===== src/rtl/sdrcmd_pkg.sv =====
package sdrcmd_pkg;

  typedef enum logic [2:0] {
    CMD_NOP   = 3'd0,
    CMD_ACT   = 3'd1,
    CMD_RD    = 3'd2,
    CMD_WR    = 3'd3,
    CMD_PRE   = 3'd4,
    CMD_REF   = 3'd5,
    CMD_LMR   = 3'd6,
    CMD_DESEL = 3'd7
  } cmd_e;

  // Strobe pattern to command; chip select high masks everything.
  function automatic cmd_e strobe_decode(input logic cs_n, input logic ras_n,
                                         input logic cas_n, input logic we_n);
    cmd_e c;
    if (cs_n) begin
      c = CMD_DESEL;
    end else begin
      unique case ({ras_n, cas_n, we_n})
        3'b011:  c = CMD_ACT;
        3'b101:  c = CMD_RD;
        3'b100:  c = CMD_WR;
        3'b010:  c = CMD_PRE;
        3'b001:  c = CMD_REF;
        3'b000:  c = CMD_LMR;
        default: c = CMD_NOP;
      endcase
    end
    return c;
  endfunction

endpackage


===== src/rtl/sdrcmd_decode.sv =====
module sdrcmd_decode
  import sdrcmd_pkg::*;
#(
  parameter int ADDR_W = 11,
  parameter int COL_W  = 8,
  parameter int AP_BIT = 10
) (
  input  logic              cs_n_i,
  input  logic              ras_n_i,
  input  logic              cas_n_i,
  input  logic              we_n_i,
  input  logic [ADDR_W-1:0] addr_i,
  output cmd_e              cmd_o,
  output logic              rdwr_o,
  output logic [ADDR_W-1:0] row_o,
  output logic [COL_W-1:0]  col_o,
  output logic              flag10_o
);

  always_comb begin
    cmd_o    = strobe_decode(cs_n_i, ras_n_i, cas_n_i, we_n_i);
    rdwr_o   = (cmd_o == CMD_RD) || (cmd_o == CMD_WR);
    row_o    = addr_i;
    col_o    = addr_i[COL_W-1:0];
    // Shared bit: auto-precharge on accesses, all-banks on precharge.
    flag10_o = addr_i[AP_BIT];
  end

endmodule


===== src/rtl/sdrcmd_bank_state.sv =====
module sdrcmd_bank_state #(
  parameter int BA_W   = 2,
  parameter int ADDR_W = 11,
  localparam int NB    = 1 << BA_W
) (
  input  logic                      clk_i,
  input  logic                      rst_i,
  input  logic                      set_v_i,
  input  logic [BA_W-1:0]           set_bank_i,
  input  logic [ADDR_W-1:0]         set_row_i,
  input  logic                      clr_v_i,
  input  logic                      clr_all_i,
  input  logic [BA_W-1:0]           clr_bank_i,
  input  logic                      ap_v_i,
  input  logic [BA_W-1:0]           ap_bank_i,
  output logic [NB-1:0]             open_o,
  output logic [NB-1:0][ADDR_W-1:0] rows_o
);

  for (genvar g = 0; g < NB; g++) begin : g_bank
    logic hit_set, hit_clr;
    assign hit_set = set_v_i && (set_bank_i == BA_W'(g));
    assign hit_clr = (clr_v_i && (clr_all_i || (clr_bank_i == BA_W'(g)))) ||
                     (ap_v_i && (ap_bank_i == BA_W'(g)));

    always_ff @(posedge clk_i) begin
      if (rst_i) begin
        open_o[g] <= 1'b0;
        rows_o[g] <= '0;
      end else if (hit_set) begin
        // Opening only happens on a closed bank, so it outranks any close.
        open_o[g] <= 1'b1;
        rows_o[g] <= set_row_i;
      end else if (hit_clr) begin
        open_o[g] <= 1'b0;
      end
    end
  end

endmodule


===== src/rtl/sdrcmd_burst.sv =====
module sdrcmd_burst #(
  parameter int BA_W      = 2,
  parameter int BURST_LEN = 4,
  localparam int CNT_W    = $clog2(BURST_LEN + 1)
) (
  input  logic            clk_i,
  input  logic            rst_i,
  input  logic            start_v_i,
  input  logic [BA_W-1:0] start_bank_i,
  input  logic            start_ap_i,
  input  logic            pre_v_i,
  input  logic            pre_all_i,
  input  logic [BA_W-1:0] pre_bank_i,
  output logic            active_o,
  output logic            close_v_o,
  output logic [BA_W-1:0] close_bank_o
);

  logic [CNT_W-1:0] left_q;
  logic             ap_q;
  logic [BA_W-1:0]  ap_bank_q;
  logic             last_beat, pre_hits;

  assign active_o     = (left_q != '0);
  assign last_beat    = (left_q == CNT_W'(1));
  assign close_v_o    = ap_q && active_o && (last_beat || start_v_i);
  assign close_bank_o = ap_bank_q;
  assign pre_hits     = pre_v_i && (pre_all_i || (pre_bank_i == ap_bank_q));

  always_ff @(posedge clk_i) begin
    if (rst_i) begin
      left_q    <= '0;
      ap_q      <= 1'b0;
      ap_bank_q <= '0;
    end else if (start_v_i) begin
      left_q    <= CNT_W'(BURST_LEN);
      ap_q      <= start_ap_i;
      ap_bank_q <= start_bank_i;
    end else begin
      if (active_o) left_q <= left_q - CNT_W'(1);
      // Pending close is dropped once done or once an explicit precharge did it.
      if (last_beat || pre_hits) ap_q <= 1'b0;
    end
  end

endmodule


===== src/rtl/sdrcmd_top.sv =====
module sdrcmd_top
  import sdrcmd_pkg::*;
#(
  parameter int BA_W      = 2,
  parameter int ADDR_W    = 11,
  parameter int COL_W     = 8,
  parameter int AP_BIT    = 10,
  parameter int BURST_LEN = 4,
  localparam int NB       = 1 << BA_W
) (
  input  logic              clk_i,
  input  logic              rst_i,
  input  logic              cs_n_i,
  input  logic              ras_n_i,
  input  logic              cas_n_i,
  input  logic              we_n_i,
  input  logic [BA_W-1:0]   ba_i,
  input  logic [ADDR_W-1:0] addr_i,
  output logic [2:0]        cmd_o,
  output logic [BA_W-1:0]   bank_o,
  output logic [ADDR_W-1:0] row_o,
  output logic [COL_W-1:0]  col_o,
  output logic              auto_pre_o,
  output logic              pre_all_o,
  output logic [ADDR_W-1:0] mode_op_o,
  output logic              illegal_o,
  output logic [NB-1:0]     bank_open_o,
  output logic              burst_active_o
);

  cmd_e                      d_cmd;
  logic                      d_rdwr, d_flag10;
  logic [ADDR_W-1:0]         d_row;
  logic [COL_W-1:0]          d_col;
  logic [NB-1:0]             open_w;
  logic [NB-1:0][ADDR_W-1:0] rows_w;
  logic                      tgt_open, act_ok, access_ok, bad_cmd, is_pre;
  logic                      ap_close_v;
  logic [BA_W-1:0]           ap_close_bank;

  sdrcmd_decode #(.ADDR_W(ADDR_W), .COL_W(COL_W), .AP_BIT(AP_BIT)) dec_i (
    .cs_n_i(cs_n_i), .ras_n_i(ras_n_i), .cas_n_i(cas_n_i), .we_n_i(we_n_i),
    .addr_i(addr_i), .cmd_o(d_cmd), .rdwr_o(d_rdwr), .row_o(d_row),
    .col_o(d_col), .flag10_o(d_flag10)
  );

  always_comb begin
    tgt_open  = open_w[ba_i];
    is_pre    = (d_cmd == CMD_PRE);
    act_ok    = (d_cmd == CMD_ACT) && !tgt_open;
    access_ok = d_rdwr && tgt_open;
    bad_cmd   = ((d_cmd == CMD_ACT) && tgt_open) || (d_rdwr && !tgt_open);
  end

  sdrcmd_bank_state #(.BA_W(BA_W), .ADDR_W(ADDR_W)) banks_i (
    .clk_i(clk_i), .rst_i(rst_i),
    .set_v_i(act_ok), .set_bank_i(ba_i), .set_row_i(d_row),
    .clr_v_i(is_pre), .clr_all_i(d_flag10), .clr_bank_i(ba_i),
    .ap_v_i(ap_close_v), .ap_bank_i(ap_close_bank),
    .open_o(open_w), .rows_o(rows_w)
  );

  sdrcmd_burst #(.BA_W(BA_W), .BURST_LEN(BURST_LEN)) burst_i (
    .clk_i(clk_i), .rst_i(rst_i),
    .start_v_i(access_ok), .start_bank_i(ba_i), .start_ap_i(d_flag10),
    .pre_v_i(is_pre), .pre_all_i(d_flag10), .pre_bank_i(ba_i),
    .active_o(burst_active_o), .close_v_o(ap_close_v),
    .close_bank_o(ap_close_bank)
  );

  always_ff @(posedge clk_i) begin
    if (rst_i) begin
      cmd_o      <= CMD_NOP;
      bank_o     <= '0;
      row_o      <= '0;
      col_o      <= '0;
      auto_pre_o <= 1'b0;
      pre_all_o  <= 1'b0;
      mode_op_o  <= '0;
      illegal_o  <= 1'b0;
    end else begin
      cmd_o      <= d_cmd;
      bank_o     <= ba_i;
      col_o      <= d_rdwr ? d_col : '0;
      auto_pre_o <= d_rdwr && d_flag10;
      pre_all_o  <= is_pre && d_flag10;
      illegal_o  <= bad_cmd;
      if (d_cmd == CMD_LMR) mode_op_o <= d_row;
      unique case (d_cmd)
        CMD_ACT:        row_o <= d_row;
        CMD_RD, CMD_WR: row_o <= rows_w[ba_i];
        default:        row_o <= '0;
      endcase
    end
  end

  assign bank_open_o = open_w;

endmodule


===== config.mk =====
export PLATFORM = sky130hd
export DESIGN_NAME = sdrcmd_top
export DESIGN_NICKNAME = d
export VERILOG_FILES = /design/src/rtl/sdrcmd_pkg.sv /design/src/rtl/sdrcmd_decode.sv /design/src/rtl/sdrcmd_bank_state.sv /design/src/rtl/sdrcmd_burst.sv /design/src/rtl/sdrcmd_top.sv
export SDC_FILE = /design/constraint.sdc
export NUM_CORES = 1
export LEC_CHECK = 0
export BUFFER_PORTS_ARGS = -buffer_cell sky130_fd_sc_hd__buf_2
export CORE_MARGIN = 2
export CORE_UTILIZATION = 35
export DETAILED_ROUTE_END_ITERATION = 12
export GPL_TIMING_DRIVEN = 0
export PLACE_DENSITY = 0.57
export SYNTH_ARGS = -nofsm -noshare
export SYNTH_HDL_FRONTEND = slang
export SYNTH_SLANG_ARGS = --single-unit

===== constraint.sdc =====
create_clock -name clk_i -period 3.5 [get_ports clk_i]
set_clock_uncertainty 0.1 [all_clocks]
set_input_delay 0.7 -clock clk_i [delete_from_list [all_inputs] [get_ports clk_i]]
set_output_delay 0.7 -clock clk_i [all_outputs]
set_load 0.03 [all_outputs]

# After elaboration in Yosys (flattened, before gate mapping)
# Cells that the tools add are included.
# word_totals
wordCells	108
output_inout_bits	43
inputBits	19
register_bits	92
# op_classes
eq_ne	18
magnitude_cmp	1
reduce_logical	48
add_sub_neg	1
n_bitwise	1
muxes	19
# ops
op	n
11-bit binary-select mux with 2-bit select	1
11-bit case mux with 2 select lines	1
1-bit logical AND	21
3-bit case mux with 6 select lines	1
1-bit logical OR	13
3-bit by 2-bit equality test with 1-bit output, second input constant	4
3-bit equality test, second input constant	4
2-bit nonzero test	6
1-bit 2-to-1 mux	11
11-bit 2-to-1 mux	1
3-bit by 1-bit equality test with 1-bit output, second input constant	3
3-bit 2-to-1 mux	3
2-bit equality test, second input constant	4
2-bit OR reduction	3
2-bit by 1-bit equality test with 1-bit output, second input constant	2
2-bit logical NOT	2
3-bit logical NOT	1
2-bit by 3-bit < comparator with 1-bit output, second input constant	1
3-bit nonzero test	1
3-bit by 1-bit subtractor with 3-bit output, second input constant	1
1-bit binary-select mux with 2-bit select	1
2-bit equality test	1
1-bit logical NOT	1
1-bit NOT	1

# Logic depth before layout (Yosys ltp)
# Gate-level depths: netlist of the first run.
# depth
depth_word	12
depth_mapped	6
ltp_nobuf	6

# By module
# Synthesis of the first run repeated with hierarchy kept, for this count alone.
# hier_totals
cells_unflattened	399
hier_area_um2	3818.7
# by_module_without_submodules
mod	seq_area_each_um2	instances	area_each_um2	cells_each
sdrcmd_bank_state	960.9	1	1776.7	221
sdrcmd_top	760.7	1	1501.4	113
sdrcmd_burst	120.1	1	344.1	38
sdrcmd_decode	0.0	1	196.4	27

# Least setup slack after synthesis of the first run
# OpenSTA, ideal clock, no wires.
# synth_timing
kind	input -> register
startpoint	input ras_n_i
endpoint	register banks_i.rows_o[10] (netlist bit)
n_path_buf	2
setup_ns	0.128
arrival_time_ns	1.756
stages	6
required_time_ns	3.272
path_slack_ns	1.517
cell_sequence	buf_2 -> nand4bb_4 -> nor4_4 -> buf_6 -> mux2i_1 -> nor2_1
# synth_via
elab_chain_cells	6
word_cells_on_any_way	11
classes_between	eq/ne: 6; mux: 2; reduce/logical: 3
# synth_lines
item	line	text
start, declared	sdrcmd_top.sv:14	input logic ras_n_i,
3-bit by 1-bit equality test with 1-bit output, or another cell as far along	sdrcmd_pkg.sv:21	unique case ({ras_n, cas_n, we_n})
3-bit case mux with 6 select lines *	sdrcmd_pkg.sv:21	
3-bit 2-to-1 mux *	sdrcmd_pkg.sv:18	if (cs_n) begin
3-bit by 1-bit equality test with 1-bit output *	sdrcmd_top.sv:50	act_ok = (d_cmd == CMD_ACT) && !tgt_open;
1-bit logical AND *	sdrcmd_top.sv:50	
1-bit logical AND *	sdrcmd_bank_state.sv:22	assign hit_set = set_v_i && (set_bank_i == BA_W'(g));
end signal, assigned by index	sdrcmd_bank_state.sv:33	rows_o[g] <= set_row_i;
end, declared	sdrcmd_bank_state.sv:17	output logic [NB-1:0][ADDR_W-1:0] rows_o
# Mark *: on every way between the ends. The rest lies on a longest branch, timed or not.
# A chain may end at the register's enable or synchronous reset.

# Worst setup path after layout of the first run
# layout_timing
startpoint	register burst_i.left_q[0]
endpoint	output burst_active_o
# layout_via
elab_chain_cells	1
# layout_lines
item	line	text
start, declared	sdrcmd_burst.sv:19	logic [CNT_W-1:0] left_q;
start signal, assigned	sdrcmd_burst.sv:36	left_q <= CNT_W'(BURST_LEN);
start signal, assigned	sdrcmd_burst.sv:40	if (active_o) left_q <= left_q - CNT_W'(1);
3-bit nonzero test	sdrcmd_burst.sv:24	assign active_o = (left_q != '0);
end, declared	sdrcmd_top.sv:28	output logic burst_active_o
# No other way between the ends.

==> results.sh, run 1 <==
export IMPL_status="completed"
export IMPL_hold_viol_final=0
export IMPL_p_switching_uw=584
export IMPL_max_freq_mhz=440
export IMPL_grt_pass1_wl_um=13600
export IMPL_cellPowerDensity_mw_per_mm2=476
export IMPL_synth_cells_most_frequent="dfxtp_1 (92), nor2_1 (60), mux2i_1 (46), nand2_1 (27), a21oi_1 (21)"
export IMPL_viasPerCell=4.89
export IMPL_wl_met2_um=4140
export IMPL_critPathMaxFanout=5
export IMPL_syn_inst=350
export IMPL_multi_input_area_mm2=0.00174
export IMPL_gr_total_overflow=0
export IMPL_antenna_found_initial=0
export IMPL_fill_cells=1025
export IMPL_ys_warn_count=0
export IMPL_drive_gt1_share_pct=26.5
export IMPL_grt_setup_unrepaired="no"
export IMPL_clock_power_share_pct=34.4
export IMPL_core_mm2=0.0104
export IMPL_numCtsBuffers=9
export IMPL_synth_largest_area_cell="dfxtp_1"
export IMPL_hold_buffers=0
export IMPL_wl_met3_um=456
export IMPL_avgSynthCellArea_um2=10.7
export IMPL_power_switching_share_pct=28.0
export IMPL_slew_headroom_pct=59.1
export IMPL_cts_htree_levels=3
export IMPL_cts_clk_slew_worst_paths_ns=0.09
export IMPL_grt_max_degree=17
export IMPL_clock_latency_ns=0.35
export IMPL_tightest_slew_ns=0.613
export IMPL_arrival_ns=1.47
export IMPL_cts_tree="built"
export IMPL_seqPwrFrac_pct=52.3
export IMPL_finalWirelength_um=8710
export IMPL_hpwl_um=6190
export IMPL_register_area_mm2=0.00184
export IMPL_place_ws_ns=1.00
export IMPL_die_w_um=107
export IMPL_syn_nets=372
export IMPL_fp_row_count=37
export IMPL_num_antenna_cells=0
export IMPL_slowest_delay_ns=0.38
export IMPL_cp_top_family="flip-flops"
export IMPL_crit_path_end_kind="primary output"
export IMPL_ys_types=39
export IMPL_fin_nets=440
export IMPL_synthesis_area_mm2=0.00374
export IMPL_fin_crit_sh_pct=65.0
export IMPL_met1_length_um=3990
export IMPL_worstSetupPathType="flip-flop to primary output"
export IMPL_crit_slowest_cell="dfxtp_1"
export IMPL_area_growth_syn_to_layout_pct=17.4
export IMPL_critical_path_required_ns=2.70
export IMPL_intPower_uw=1510
export IMPL_place_port_buffers=57
export IMPL_clkSinkCount=92
export IMPL_wire_per_inst_um=15.6
export IMPL_p_leak_uw=0.00188
export IMPL_synth_seq_area_share_pct=49.2
export IMPL_ios=62
export IMPL_cts_buffer_depth=2
export IMPL_yosys_top_cells_area="dfxtp_1 (49%), mux2i_1 (12%), mux4_2 (7.2%)"
export IMPL_synth_ff_type="dfxtp_1"
export IMPL_report_final_setup_viol=0
export IMPL_path_buf_inv=2
export IMPL_post_cts_buffers=0
export IMPL_synth_seq_cells=92
export IMPL_holdCritPathClass="flip-flop to flip-flop"
export IMPL_fin_crit_ns=2.27
export IMPL_grt_pass1_vias=2626
export IMPL_via_count=2730
export IMPL_drt_iter0_drc=123
export IMPL_peakVddDrop_mv=0.172
export IMPL_cap_violations=0
export IMPL_maxSlewViolCount=0
export IMPL_start_util_pct=36.1
export IMPL_die_h_um=107
export IMPL_synth_edf_count=0
export IMPL_reg2reg_slack_ns=1.76
export IMPL_track_usage_pct=15.4
export IMPL_drc=0
export IMPL_timing_final_ws_setup_ns=1.23
export IMPL_root_buffer="clkbuf_8"
export IMPL_ys_async_sr_fraction_pct=0
export IMPL_firstDrtPassIters=4
export IMPL_setup_tns_ns=0
export IMPL_worstPathCellList="inv_1 > ha_1 > nand2b_1 > buf_2"
export IMPL_die_area_mm2=0.0115
export IMPL_cts_resized_gates=0
export IMPL_gp_congestion=0.829
export IMPL_cp_start_kind="flip-flop"
export IMPL_post_synth_top_count_cell="dfxtp_1"
export IMPL_p_comb_share_pct=13.3
export IMPL_routed_top_layer="met4"
export IMPL_detail_route_antenna_nets=0
export IMPL_yosysTopAreaCellShare_pct=49.2
## worst paths after layout
path / from / to / cells after the start
setup reg to reg: burst_i.left_q[0]$_SDFFE_PP0N_ / banks_i.open_o[2]$_SDFFE_PP0P_ / 6
setup / recovery: burst_i.left_q[0]$_SDFFE_PP0N_ / burst_active_o / 4
hold / removal: mode_op_o[4]$_SDFFE_PP0N_ / mode_op_o[4]$_SDFFE_PP0N_ / 2
hold reg to reg: mode_op_o[4]$_SDFFE_PP0N_ / mode_op_o[4]$_SDFFE_PP0N_ / 2
## cell families (layout without fill, tap and decap cells)
logic type	count (synthesis)	after routing	synth area share, %
xor gates and xnor gates	3	3	0.702
DFF	92	92	49.2
AOI/OAI and AO/OA	45	45	8.22
and+or+nand+nor	120	120	16.9
adders and majority gates	3	3	1.00
muxes	58	58	19.5
buffers and inverters	29	101	4.44
## power by group through the flow
stage / combinational, uW / sequential [uW] / clock [uW]
2_1_floorplan: 177 / 1140 / 0
3_3_place_gp: 274 / 1120 / 0
3_5_place_dp: 281 / 1120 / 0
6_report: 277 / 1090 / 719
4_1_cts: 281 / 1090 / 735
5_1_grt: 310 / 1100 / 775
## routing by layer
| metal | vias to the layer above | track usage, % |
|---|---|---|
| li1 | 1341 | - |
| met2 | 76 | 26.1 |
| met1 | 1302 | 20.0 |
| met5 | - | 0 |
| met3 | 11 | 2.12 |
| met4 | 0 | 6.04 |
## through the flow
step	std cells	total power (uW)	hold slack, ns	utilization (%)	instance area [um2]
3_5_place_dp	543	1400	0.345	40.5	4200
3_3_place_gp	543	1390	0.343	40.5	4200
5_1_grt	558	2180	0.374	42.4	4400
2_1_floorplan	350	1310	0.355	-	3740
4_1_cts	558	2110	0.359	42.4	4400
6_report	558	2090	0.355	42.4	4400
## final cells by class
class	instances	share of cell area [%]
buffer	24	3.36
clock buffer	9	2.82
clock inverter	6	1.65
inverter	5	0.427
multi-input combinational	229	39.5
sequential	92	41.9
tap	136	3.87
timing repair buffer	57	6.49
## placed cells by master, fill, tap and decap left out, drive strengths merged
cell      Yosys  layout
a211oi        4       4
xnor2         3       3
dfxtp        92      92
buf          15      72
clkinvlp      0       1
nand3         2       2
nand4bb       1       1
nor4b         2       2
o21ai         6       6
and4bb        1       1
nand2        28      28
clkbuf        9      18
nand4b        1       1
a21oi        21      21
bufinv        0       1
and2          8       8
a221oi        2       2
nand2b        3       3
a22oi         1       1
ha            3       3
nor4          4       4
a22o         10      10
mux4         12      12
inv           5       7
and3b         1       1
nor2         61      61
o221ai        1       1
clkinv        0       2
mux2i        46      46
nor4bb        1       1
nor2b         3       3
nand3b        1       1
nor3b         3       3
## worst reg2reg max path, stage by stage (launching register included)
cell	delay, ns
dfxtp_1	0.38
inv_1	0.08
ha_1	0.22
nand2b_1	0.20
nand2_1	0.17
nor4b_1	0.33
a211oi_1	0.12
## registers in the layout, indices dropped and copies added, names as in the netlist
register              cells
banks_i.rows_o           44
burst_i.close_bank_o      2
auto_pre_o                1
burst_i.ap_q              1
row_o                    11
illegal_o                 1
banks_i.open_o            4
mode_op_o                11
col_o                     8
pre_all_o                 1
cmd_o                     3
burst_i.left_q            3
bank_o                    2
Note: power is estimated with default switching activity, not from simulation.
==> inputs of run 2 (changes only) <==
PLACE_DENSITY = 0.59   (was 0.57)
clock period = 1.9 ns   (was 3.5 ns; I/O delays follow)
==> results.sh, run 2 (synthesized netlist as in run 1, its figures left out) <==
export IMPL_area_growth_syn_to_layout_pct=17.7
export IMPL_grt_pass1_wl_um=13800
export IMPL_critical_path_required_ns=1.42
export IMPL_largest_register_ffs=44
export IMPL_grt_max_degree=17
export IMPL_final_cell_mix="dfxtp_1 (92), buf_2 (63), nor2_1 (60), mux2i_1 (46), nand2_1 (27)"
export IMPL_hold_buffers=0
export IMPL_tightest_slew_ns=0.584
export IMPL_ios=62
export IMPL_arrival_ns=1.34
export IMPL_worstPathCellList="inv_1 > ha_1 > nand2b_4 > buf_4"
export IMPL_die_area_mm2=0.0115
export IMPL_die_w_um=107
export IMPL_fin_crit_ns=1.82
export IMPL_peakVddDrop_mv=0.304
export IMPL_cts_buffer_depth=2
export IMPL_hpwl_um=6090
export IMPL_start_util_pct=36.1
export IMPL_grt_pass1_vias=2614
export IMPL_path_buf_inv=2
export IMPL_drc=0
export IMPL_clkSinkCount=92
export IMPL_slew_headroom_pct=61.1
export IMPL_r2r_start="banks_i.open_o[2]$_SDFFE_PP0P_"
export IMPL_whs_endpoint="cmd_o[2]$_SDFF_PP0_"
export IMPL_cts_tree="built"
export IMPL_fill_cells=982
export IMPL_cap_violations=0
export IMPL_cts_resized_gates=2
export IMPL_drive_gt1_share_pct=27.0
export IMPL_cts_htree_levels=3
export IMPL_reg2reg_slack_ns=0.25
export IMPL_hp_start="cs_n_i"
export IMPL_crit_slowest_cell="dfxtp_1"
export IMPL_root_buffer="clkbuf_8"
export IMPL_timing_rr_end="banks_i.open_o[0]$_SDFFE_PP0P_"
export IMPL_top_register="banks_i.rows_o"
export IMPL_antenna_found_initial=0
export IMPL_hold_path_cell_count=3
export IMPL_cellPowerDensity_mw_per_mm2=882
export IMPL_core_mm2=0.0104
export IMPL_crit_path_end_kind="primary output"
export IMPL_mostFrequentLayoutCell="dfxtp_1"
export IMPL_gp_congestion=0.841
export IMPL_cp_start_kind="flip-flop"
export IMPL_grt_setup_unrepaired="no"
export IMPL_r2r_cells=4
export IMPL_fp_row_count=37
export IMPL_gr_total_overflow=0
export IMPL_reg_top3="banks_i.rows_o x44, mode_op_o x11, row_o x11"
export IMPL_track_usage_pct=15.6
export IMPL_via_count=2731
export IMPL_finalWirelength_um=8750
export IMPL_post_cts_buffers=0
export IMPL_place_port_buffers=57
export IMPL_drt_iter0_drc=122
export IMPL_numCtsBuffers=9
export IMPL_firstDrtPassIters=4
export IMPL_clock_latency_ns=0.36
export IMPL_stdcell_area_mm2=0.00441
export IMPL_fin_nets=440
export IMPL_cp_top_family="flip-flops"
export IMPL_detail_route_antenna_nets=0
export IMPL_num_antenna_cells=0
export IMPL_status="completed"
export IMPL_hold_viol_final=0
export IMPL_placement_cell_area_mm2=0.00420
export IMPL_report_final_setup_viol=0
export IMPL_worstSetupPathType="flip-flop to primary output"
export IMPL_cts_clk_slew_worst_paths_ns=0.09
export IMPL_max_freq_mhz=550
export IMPL_viasPerCell=4.89
export IMPL_die_h_um=107
export IMPL_maxSlewViolCount=0
export IMPL_p_leak_uw=0.00188
export IMPL_fin_hold_ws_ns=0.191
export IMPL_fin_crit_sh_pct=95.7
export IMPL_critPathMaxFanout=5
export IMPL_holdCritPathClass="input port to flip-flop"
export IMPL_slowest_delay_ns=0.38
export IMPL_wire_per_inst_um=15.7
## run 2: tightest hold or removal path, stage by stage
cell and delay, ns:
buf_6 0.11, nor2_1 0.05, nor2_1 0.07
## run 2: through the flow
step	utilization [%]	power, uW	cells	setup slack [ns]	setup TNS (ns)
after floorplan	-	2420	350	0.151	0
after detailed placement	40.5	2580	543	-0.273	-4.76
final	42.5	3890	558	0.0812	0
after global routing	42.5	4050	558	0.00876	0
after CTS	42.5	3920	558	0.0672	0
after global placement	40.5	2560	543	-0.316	-5.08
## run 2: cell type report
cell class	count	area, um2	share of cell area [%]
clock buffer	9	124	2.81
timing repair buffer	57	288	6.53
sequential	92	1840	41.8
tap	136	170	3.86
clock inverter	6	72.6	1.65
inverter	5	18.8	0.426
buffer	24	149	3.38
multi-input combinational	229	1740	39.6
## run 2: per-layer routing
layer  GRT usage [%]  routed length [um]  up-vias
li1                -                   -     1345
met1            20.2                4090     1306
met2            25.8                4130       67
met3            2.66                 407       13
met4            6.59                 129        0
met5               0                   0        -
## run 2: report_power, final
part | internal (uW) | switching [uW] | total [uW]
Clock | 615 | 702 | 1320
Combinational | 204 | 348 | 552
Sequential | 1980 | 36.3 | 2020
Total | 2800 | 1090 | 3890
## run 2: worst max-delay path by stage
stage,start,endpoint,slack [ns],depth (start not counted)
floorplan,burst_i.left_q[0]$_SDFFE_PP0N_,banks_i.open_o[1]$_SDFFE_PP0P_,0.15,6
global placement,rst_i,row_o[10]$_SDFF_PP0_,-0.32,4
detailed placement,rst_i,row_o[10]$_SDFF_PP0_,-0.27,4
CTS,burst_i.left_q[0]$_SDFFE_PP0N_,burst_active_o,0.07,4
global route,burst_i.left_q[0]$_SDFFE_PP0N_,burst_active_o,0.009,4
finish,burst_i.left_q[0]$_SDFFE_PP0N_,burst_active_o,0.08,4
==> inputs of run 3 (changes only) <==
PLACE_DENSITY = 0.62   (was 0.59)
==> results.sh, run 3 (synthesized netlist as in run 1, its figures left out) <==
export IMPL_fin_nets=440
export IMPL_num_antenna_cells=0
export IMPL_hpwl_um=5930
export IMPL_drt_iter0_drc=157
export IMPL_grt_pass1_vias=2630
export IMPL_status="completed"
export IMPL_fill_cells=1022
export IMPL_viasPerCell=4.88
export IMPL_place_port_buffers=57
export IMPL_hold_path_cell_count=3
export IMPL_drc=0
export IMPL_peakVddDrop_mv=0.386
export IMPL_final_cell_mix="dfxtp_1 (91), buf_2 (63), nor2_1 (60), mux2i_1 (46), nand2_1 (27)"
export IMPL_slew_headroom_pct=63.2
export IMPL_detail_route_antenna_nets=0
export IMPL_firstDrtPassIters=4
export IMPL_utilization_pct=42.5
export IMPL_hold_viol_final=0
export IMPL_r2r_start="banks_i.open_o[0]$_SDFFE_PP0P_"
export IMPL_critical_path_required_ns=1.42
export IMPL_grt_pass1_wl_um=13400
export IMPL_fp_row_count=37
export IMPL_ios=62
export IMPL_design_power_total_uw=3860
export IMPL_finalWirelength_um=8520
export IMPL_clkSinkCount=92
export IMPL_report_final_setup_viol=0
export IMPL_crit_path_end_kind="primary output"
export IMPL_place_ws_ns=-0.237
export IMPL_numCtsBuffers=9
export IMPL_timing_final_ws_setup_ns=0.124
export IMPL_core_mm2=0.0104
export IMPL_die_h_um=107
export IMPL_tightest_slew_ns=0.552
export IMPL_timing_rr_end="banks_i.open_o[1]$_SDFFE_PP0P_"
export IMPL_antenna_found_initial=0
export IMPL_reg_top3="banks_i.rows_o x44, mode_op_o x11, row_o x11"
export IMPL_fin_hold_ws_ns=0.179
export IMPL_cp_start_kind="flip-flop"
export IMPL_die_w_um=107
export IMPL_gp_congestion=0.833
export IMPL_largest_register_ffs=44
export IMPL_post_cts_buffers=0
export IMPL_cts_clk_slew_worst_paths_ns=0.09
export IMPL_fin_crit_sh_pct=93.5
export IMPL_hp_start="cs_n_i"
export IMPL_r2r_cells=4
export IMPL_grt_setup_unrepaired="no"
export IMPL_start_util_pct=36.1
export IMPL_clock_latency_ns=0.37
export IMPL_gr_total_overflow=0
export IMPL_drive_gt1_share_pct=27.0
export IMPL_fin_crit_ns=1.78
export IMPL_holdCritPathClass="input port to flip-flop"
export IMPL_via_count=2729
export IMPL_setup_tns_ns=0
export IMPL_track_usage_pct=15.4
export IMPL_cap_violations=0
export IMPL_cts_buffer_depth=2
export IMPL_grt_max_degree=16
export IMPL_cts_htree_levels=3
export IMPL_p_leak_uw=0.00188
export IMPL_critPathMaxFanout=5
export IMPL_wire_per_inst_um=15.2
export IMPL_reg2reg_slack_ns=0.29
export IMPL_cellPowerDensity_mw_per_mm2=878
export IMPL_die_area_mm2=0.0115
export IMPL_whs_endpoint="cmd_o[1]$_SDFF_PP0_"
export IMPL_maxSlewViolCount=0
export IMPL_cts_tree="built"
export IMPL_root_buffer="clkbuf_8"
export IMPL_arrival_ns=1.30
export IMPL_area_growth_syn_to_layout_pct=17.6
export IMPL_max_freq_mhz=563
export IMPL_worstSetupPathType="flip-flop to primary output"
export IMPL_mostFrequentLayoutCell="dfxtp_1"
export IMPL_top_register="banks_i.rows_o"
run 3: cell types whose count changed in the layout (fill, tap and decap cells not counted), sizes merged:
cell / delta
clkbuf: +2
clkinv: -1
run 3: area by class of cell:
class	instances	area (um2)	share of cell area [%]
tap	136	170	3.86
sequential	92	1840	41.9
buffer	24	149	3.38
clock inverter	5	60.1	1.36
multi-input combinational	229	1740	39.6
timing repair buffer	57	288	6.54
inverter	5	18.8	0.426
clock buffer	11	131	2.98
run 3: critical path, stage by stage (launching register included):
cell and delay (ns):
dfxtp_2 0.36, inv_1 0.06, ha_1 0.24, nand2b_4 0.11, buf_4 0.17
run 3: what timing repair did:
item	CTS	global route
cloned	0	0
hold buffers	0	0
pin swaps	0	0
endpoints found under the setup margin	1	3
resized for setup	2	3
run 3: metrics by stage:
stage / cell area, um2 / cells
6_report: 4400 / 559
5_1_grt: 4400 / 559
4_1_cts: 4400 / 559
3_5_place_dp: 4200 / 543
3_3_place_gp: 4200 / 543
2_1_floorplan: 3740 / 350
run 3: where the power goes:
| part | internal, uW | switching (uW) | total [uW] |
|---|---|---|---|
| clock | 617 | 688 | 1300 |
| sequential | 1980 | 36.6 | 2020 |
| combinational | 204 | 337 | 541 |
| total | 2800 | 1060 | 3860 |
run 3: per-layer routing:
layer	up-vias	track usage, %	wire [um]
li1	1346	-	-
met1	1286	19.1	3750
met2	82	25.3	3950
met3	15	3.93	627
met4	0	6.96	197
met5	-	0	0
run 3: worst max-delay path by stage:
stage	start	end	slack, ns	cells after the start
after floorplan	burst_i.left_q[0]$_SDFFE_PP0N_	banks_i.open_o[1]$_SDFFE_PP0P_	0.15	6
after global placement	rst_i	row_o[10]$_SDFF_PP0_	-0.30	4
after detailed placement	rst_i	banks_i.rows_o[41]$_SDFFE_PP0P_	-0.24	4
after CTS	burst_i.left_q[0]$_SDFFE_PP0N_	burst_active_o	0.06	4
after global routing	burst_i.left_q[0]$_SDFFE_PP0N_	burst_active_o	0.05	4
final	burst_i.left_q[0]$_SDFFE_PP0N_	burst_active_o	0.12	4
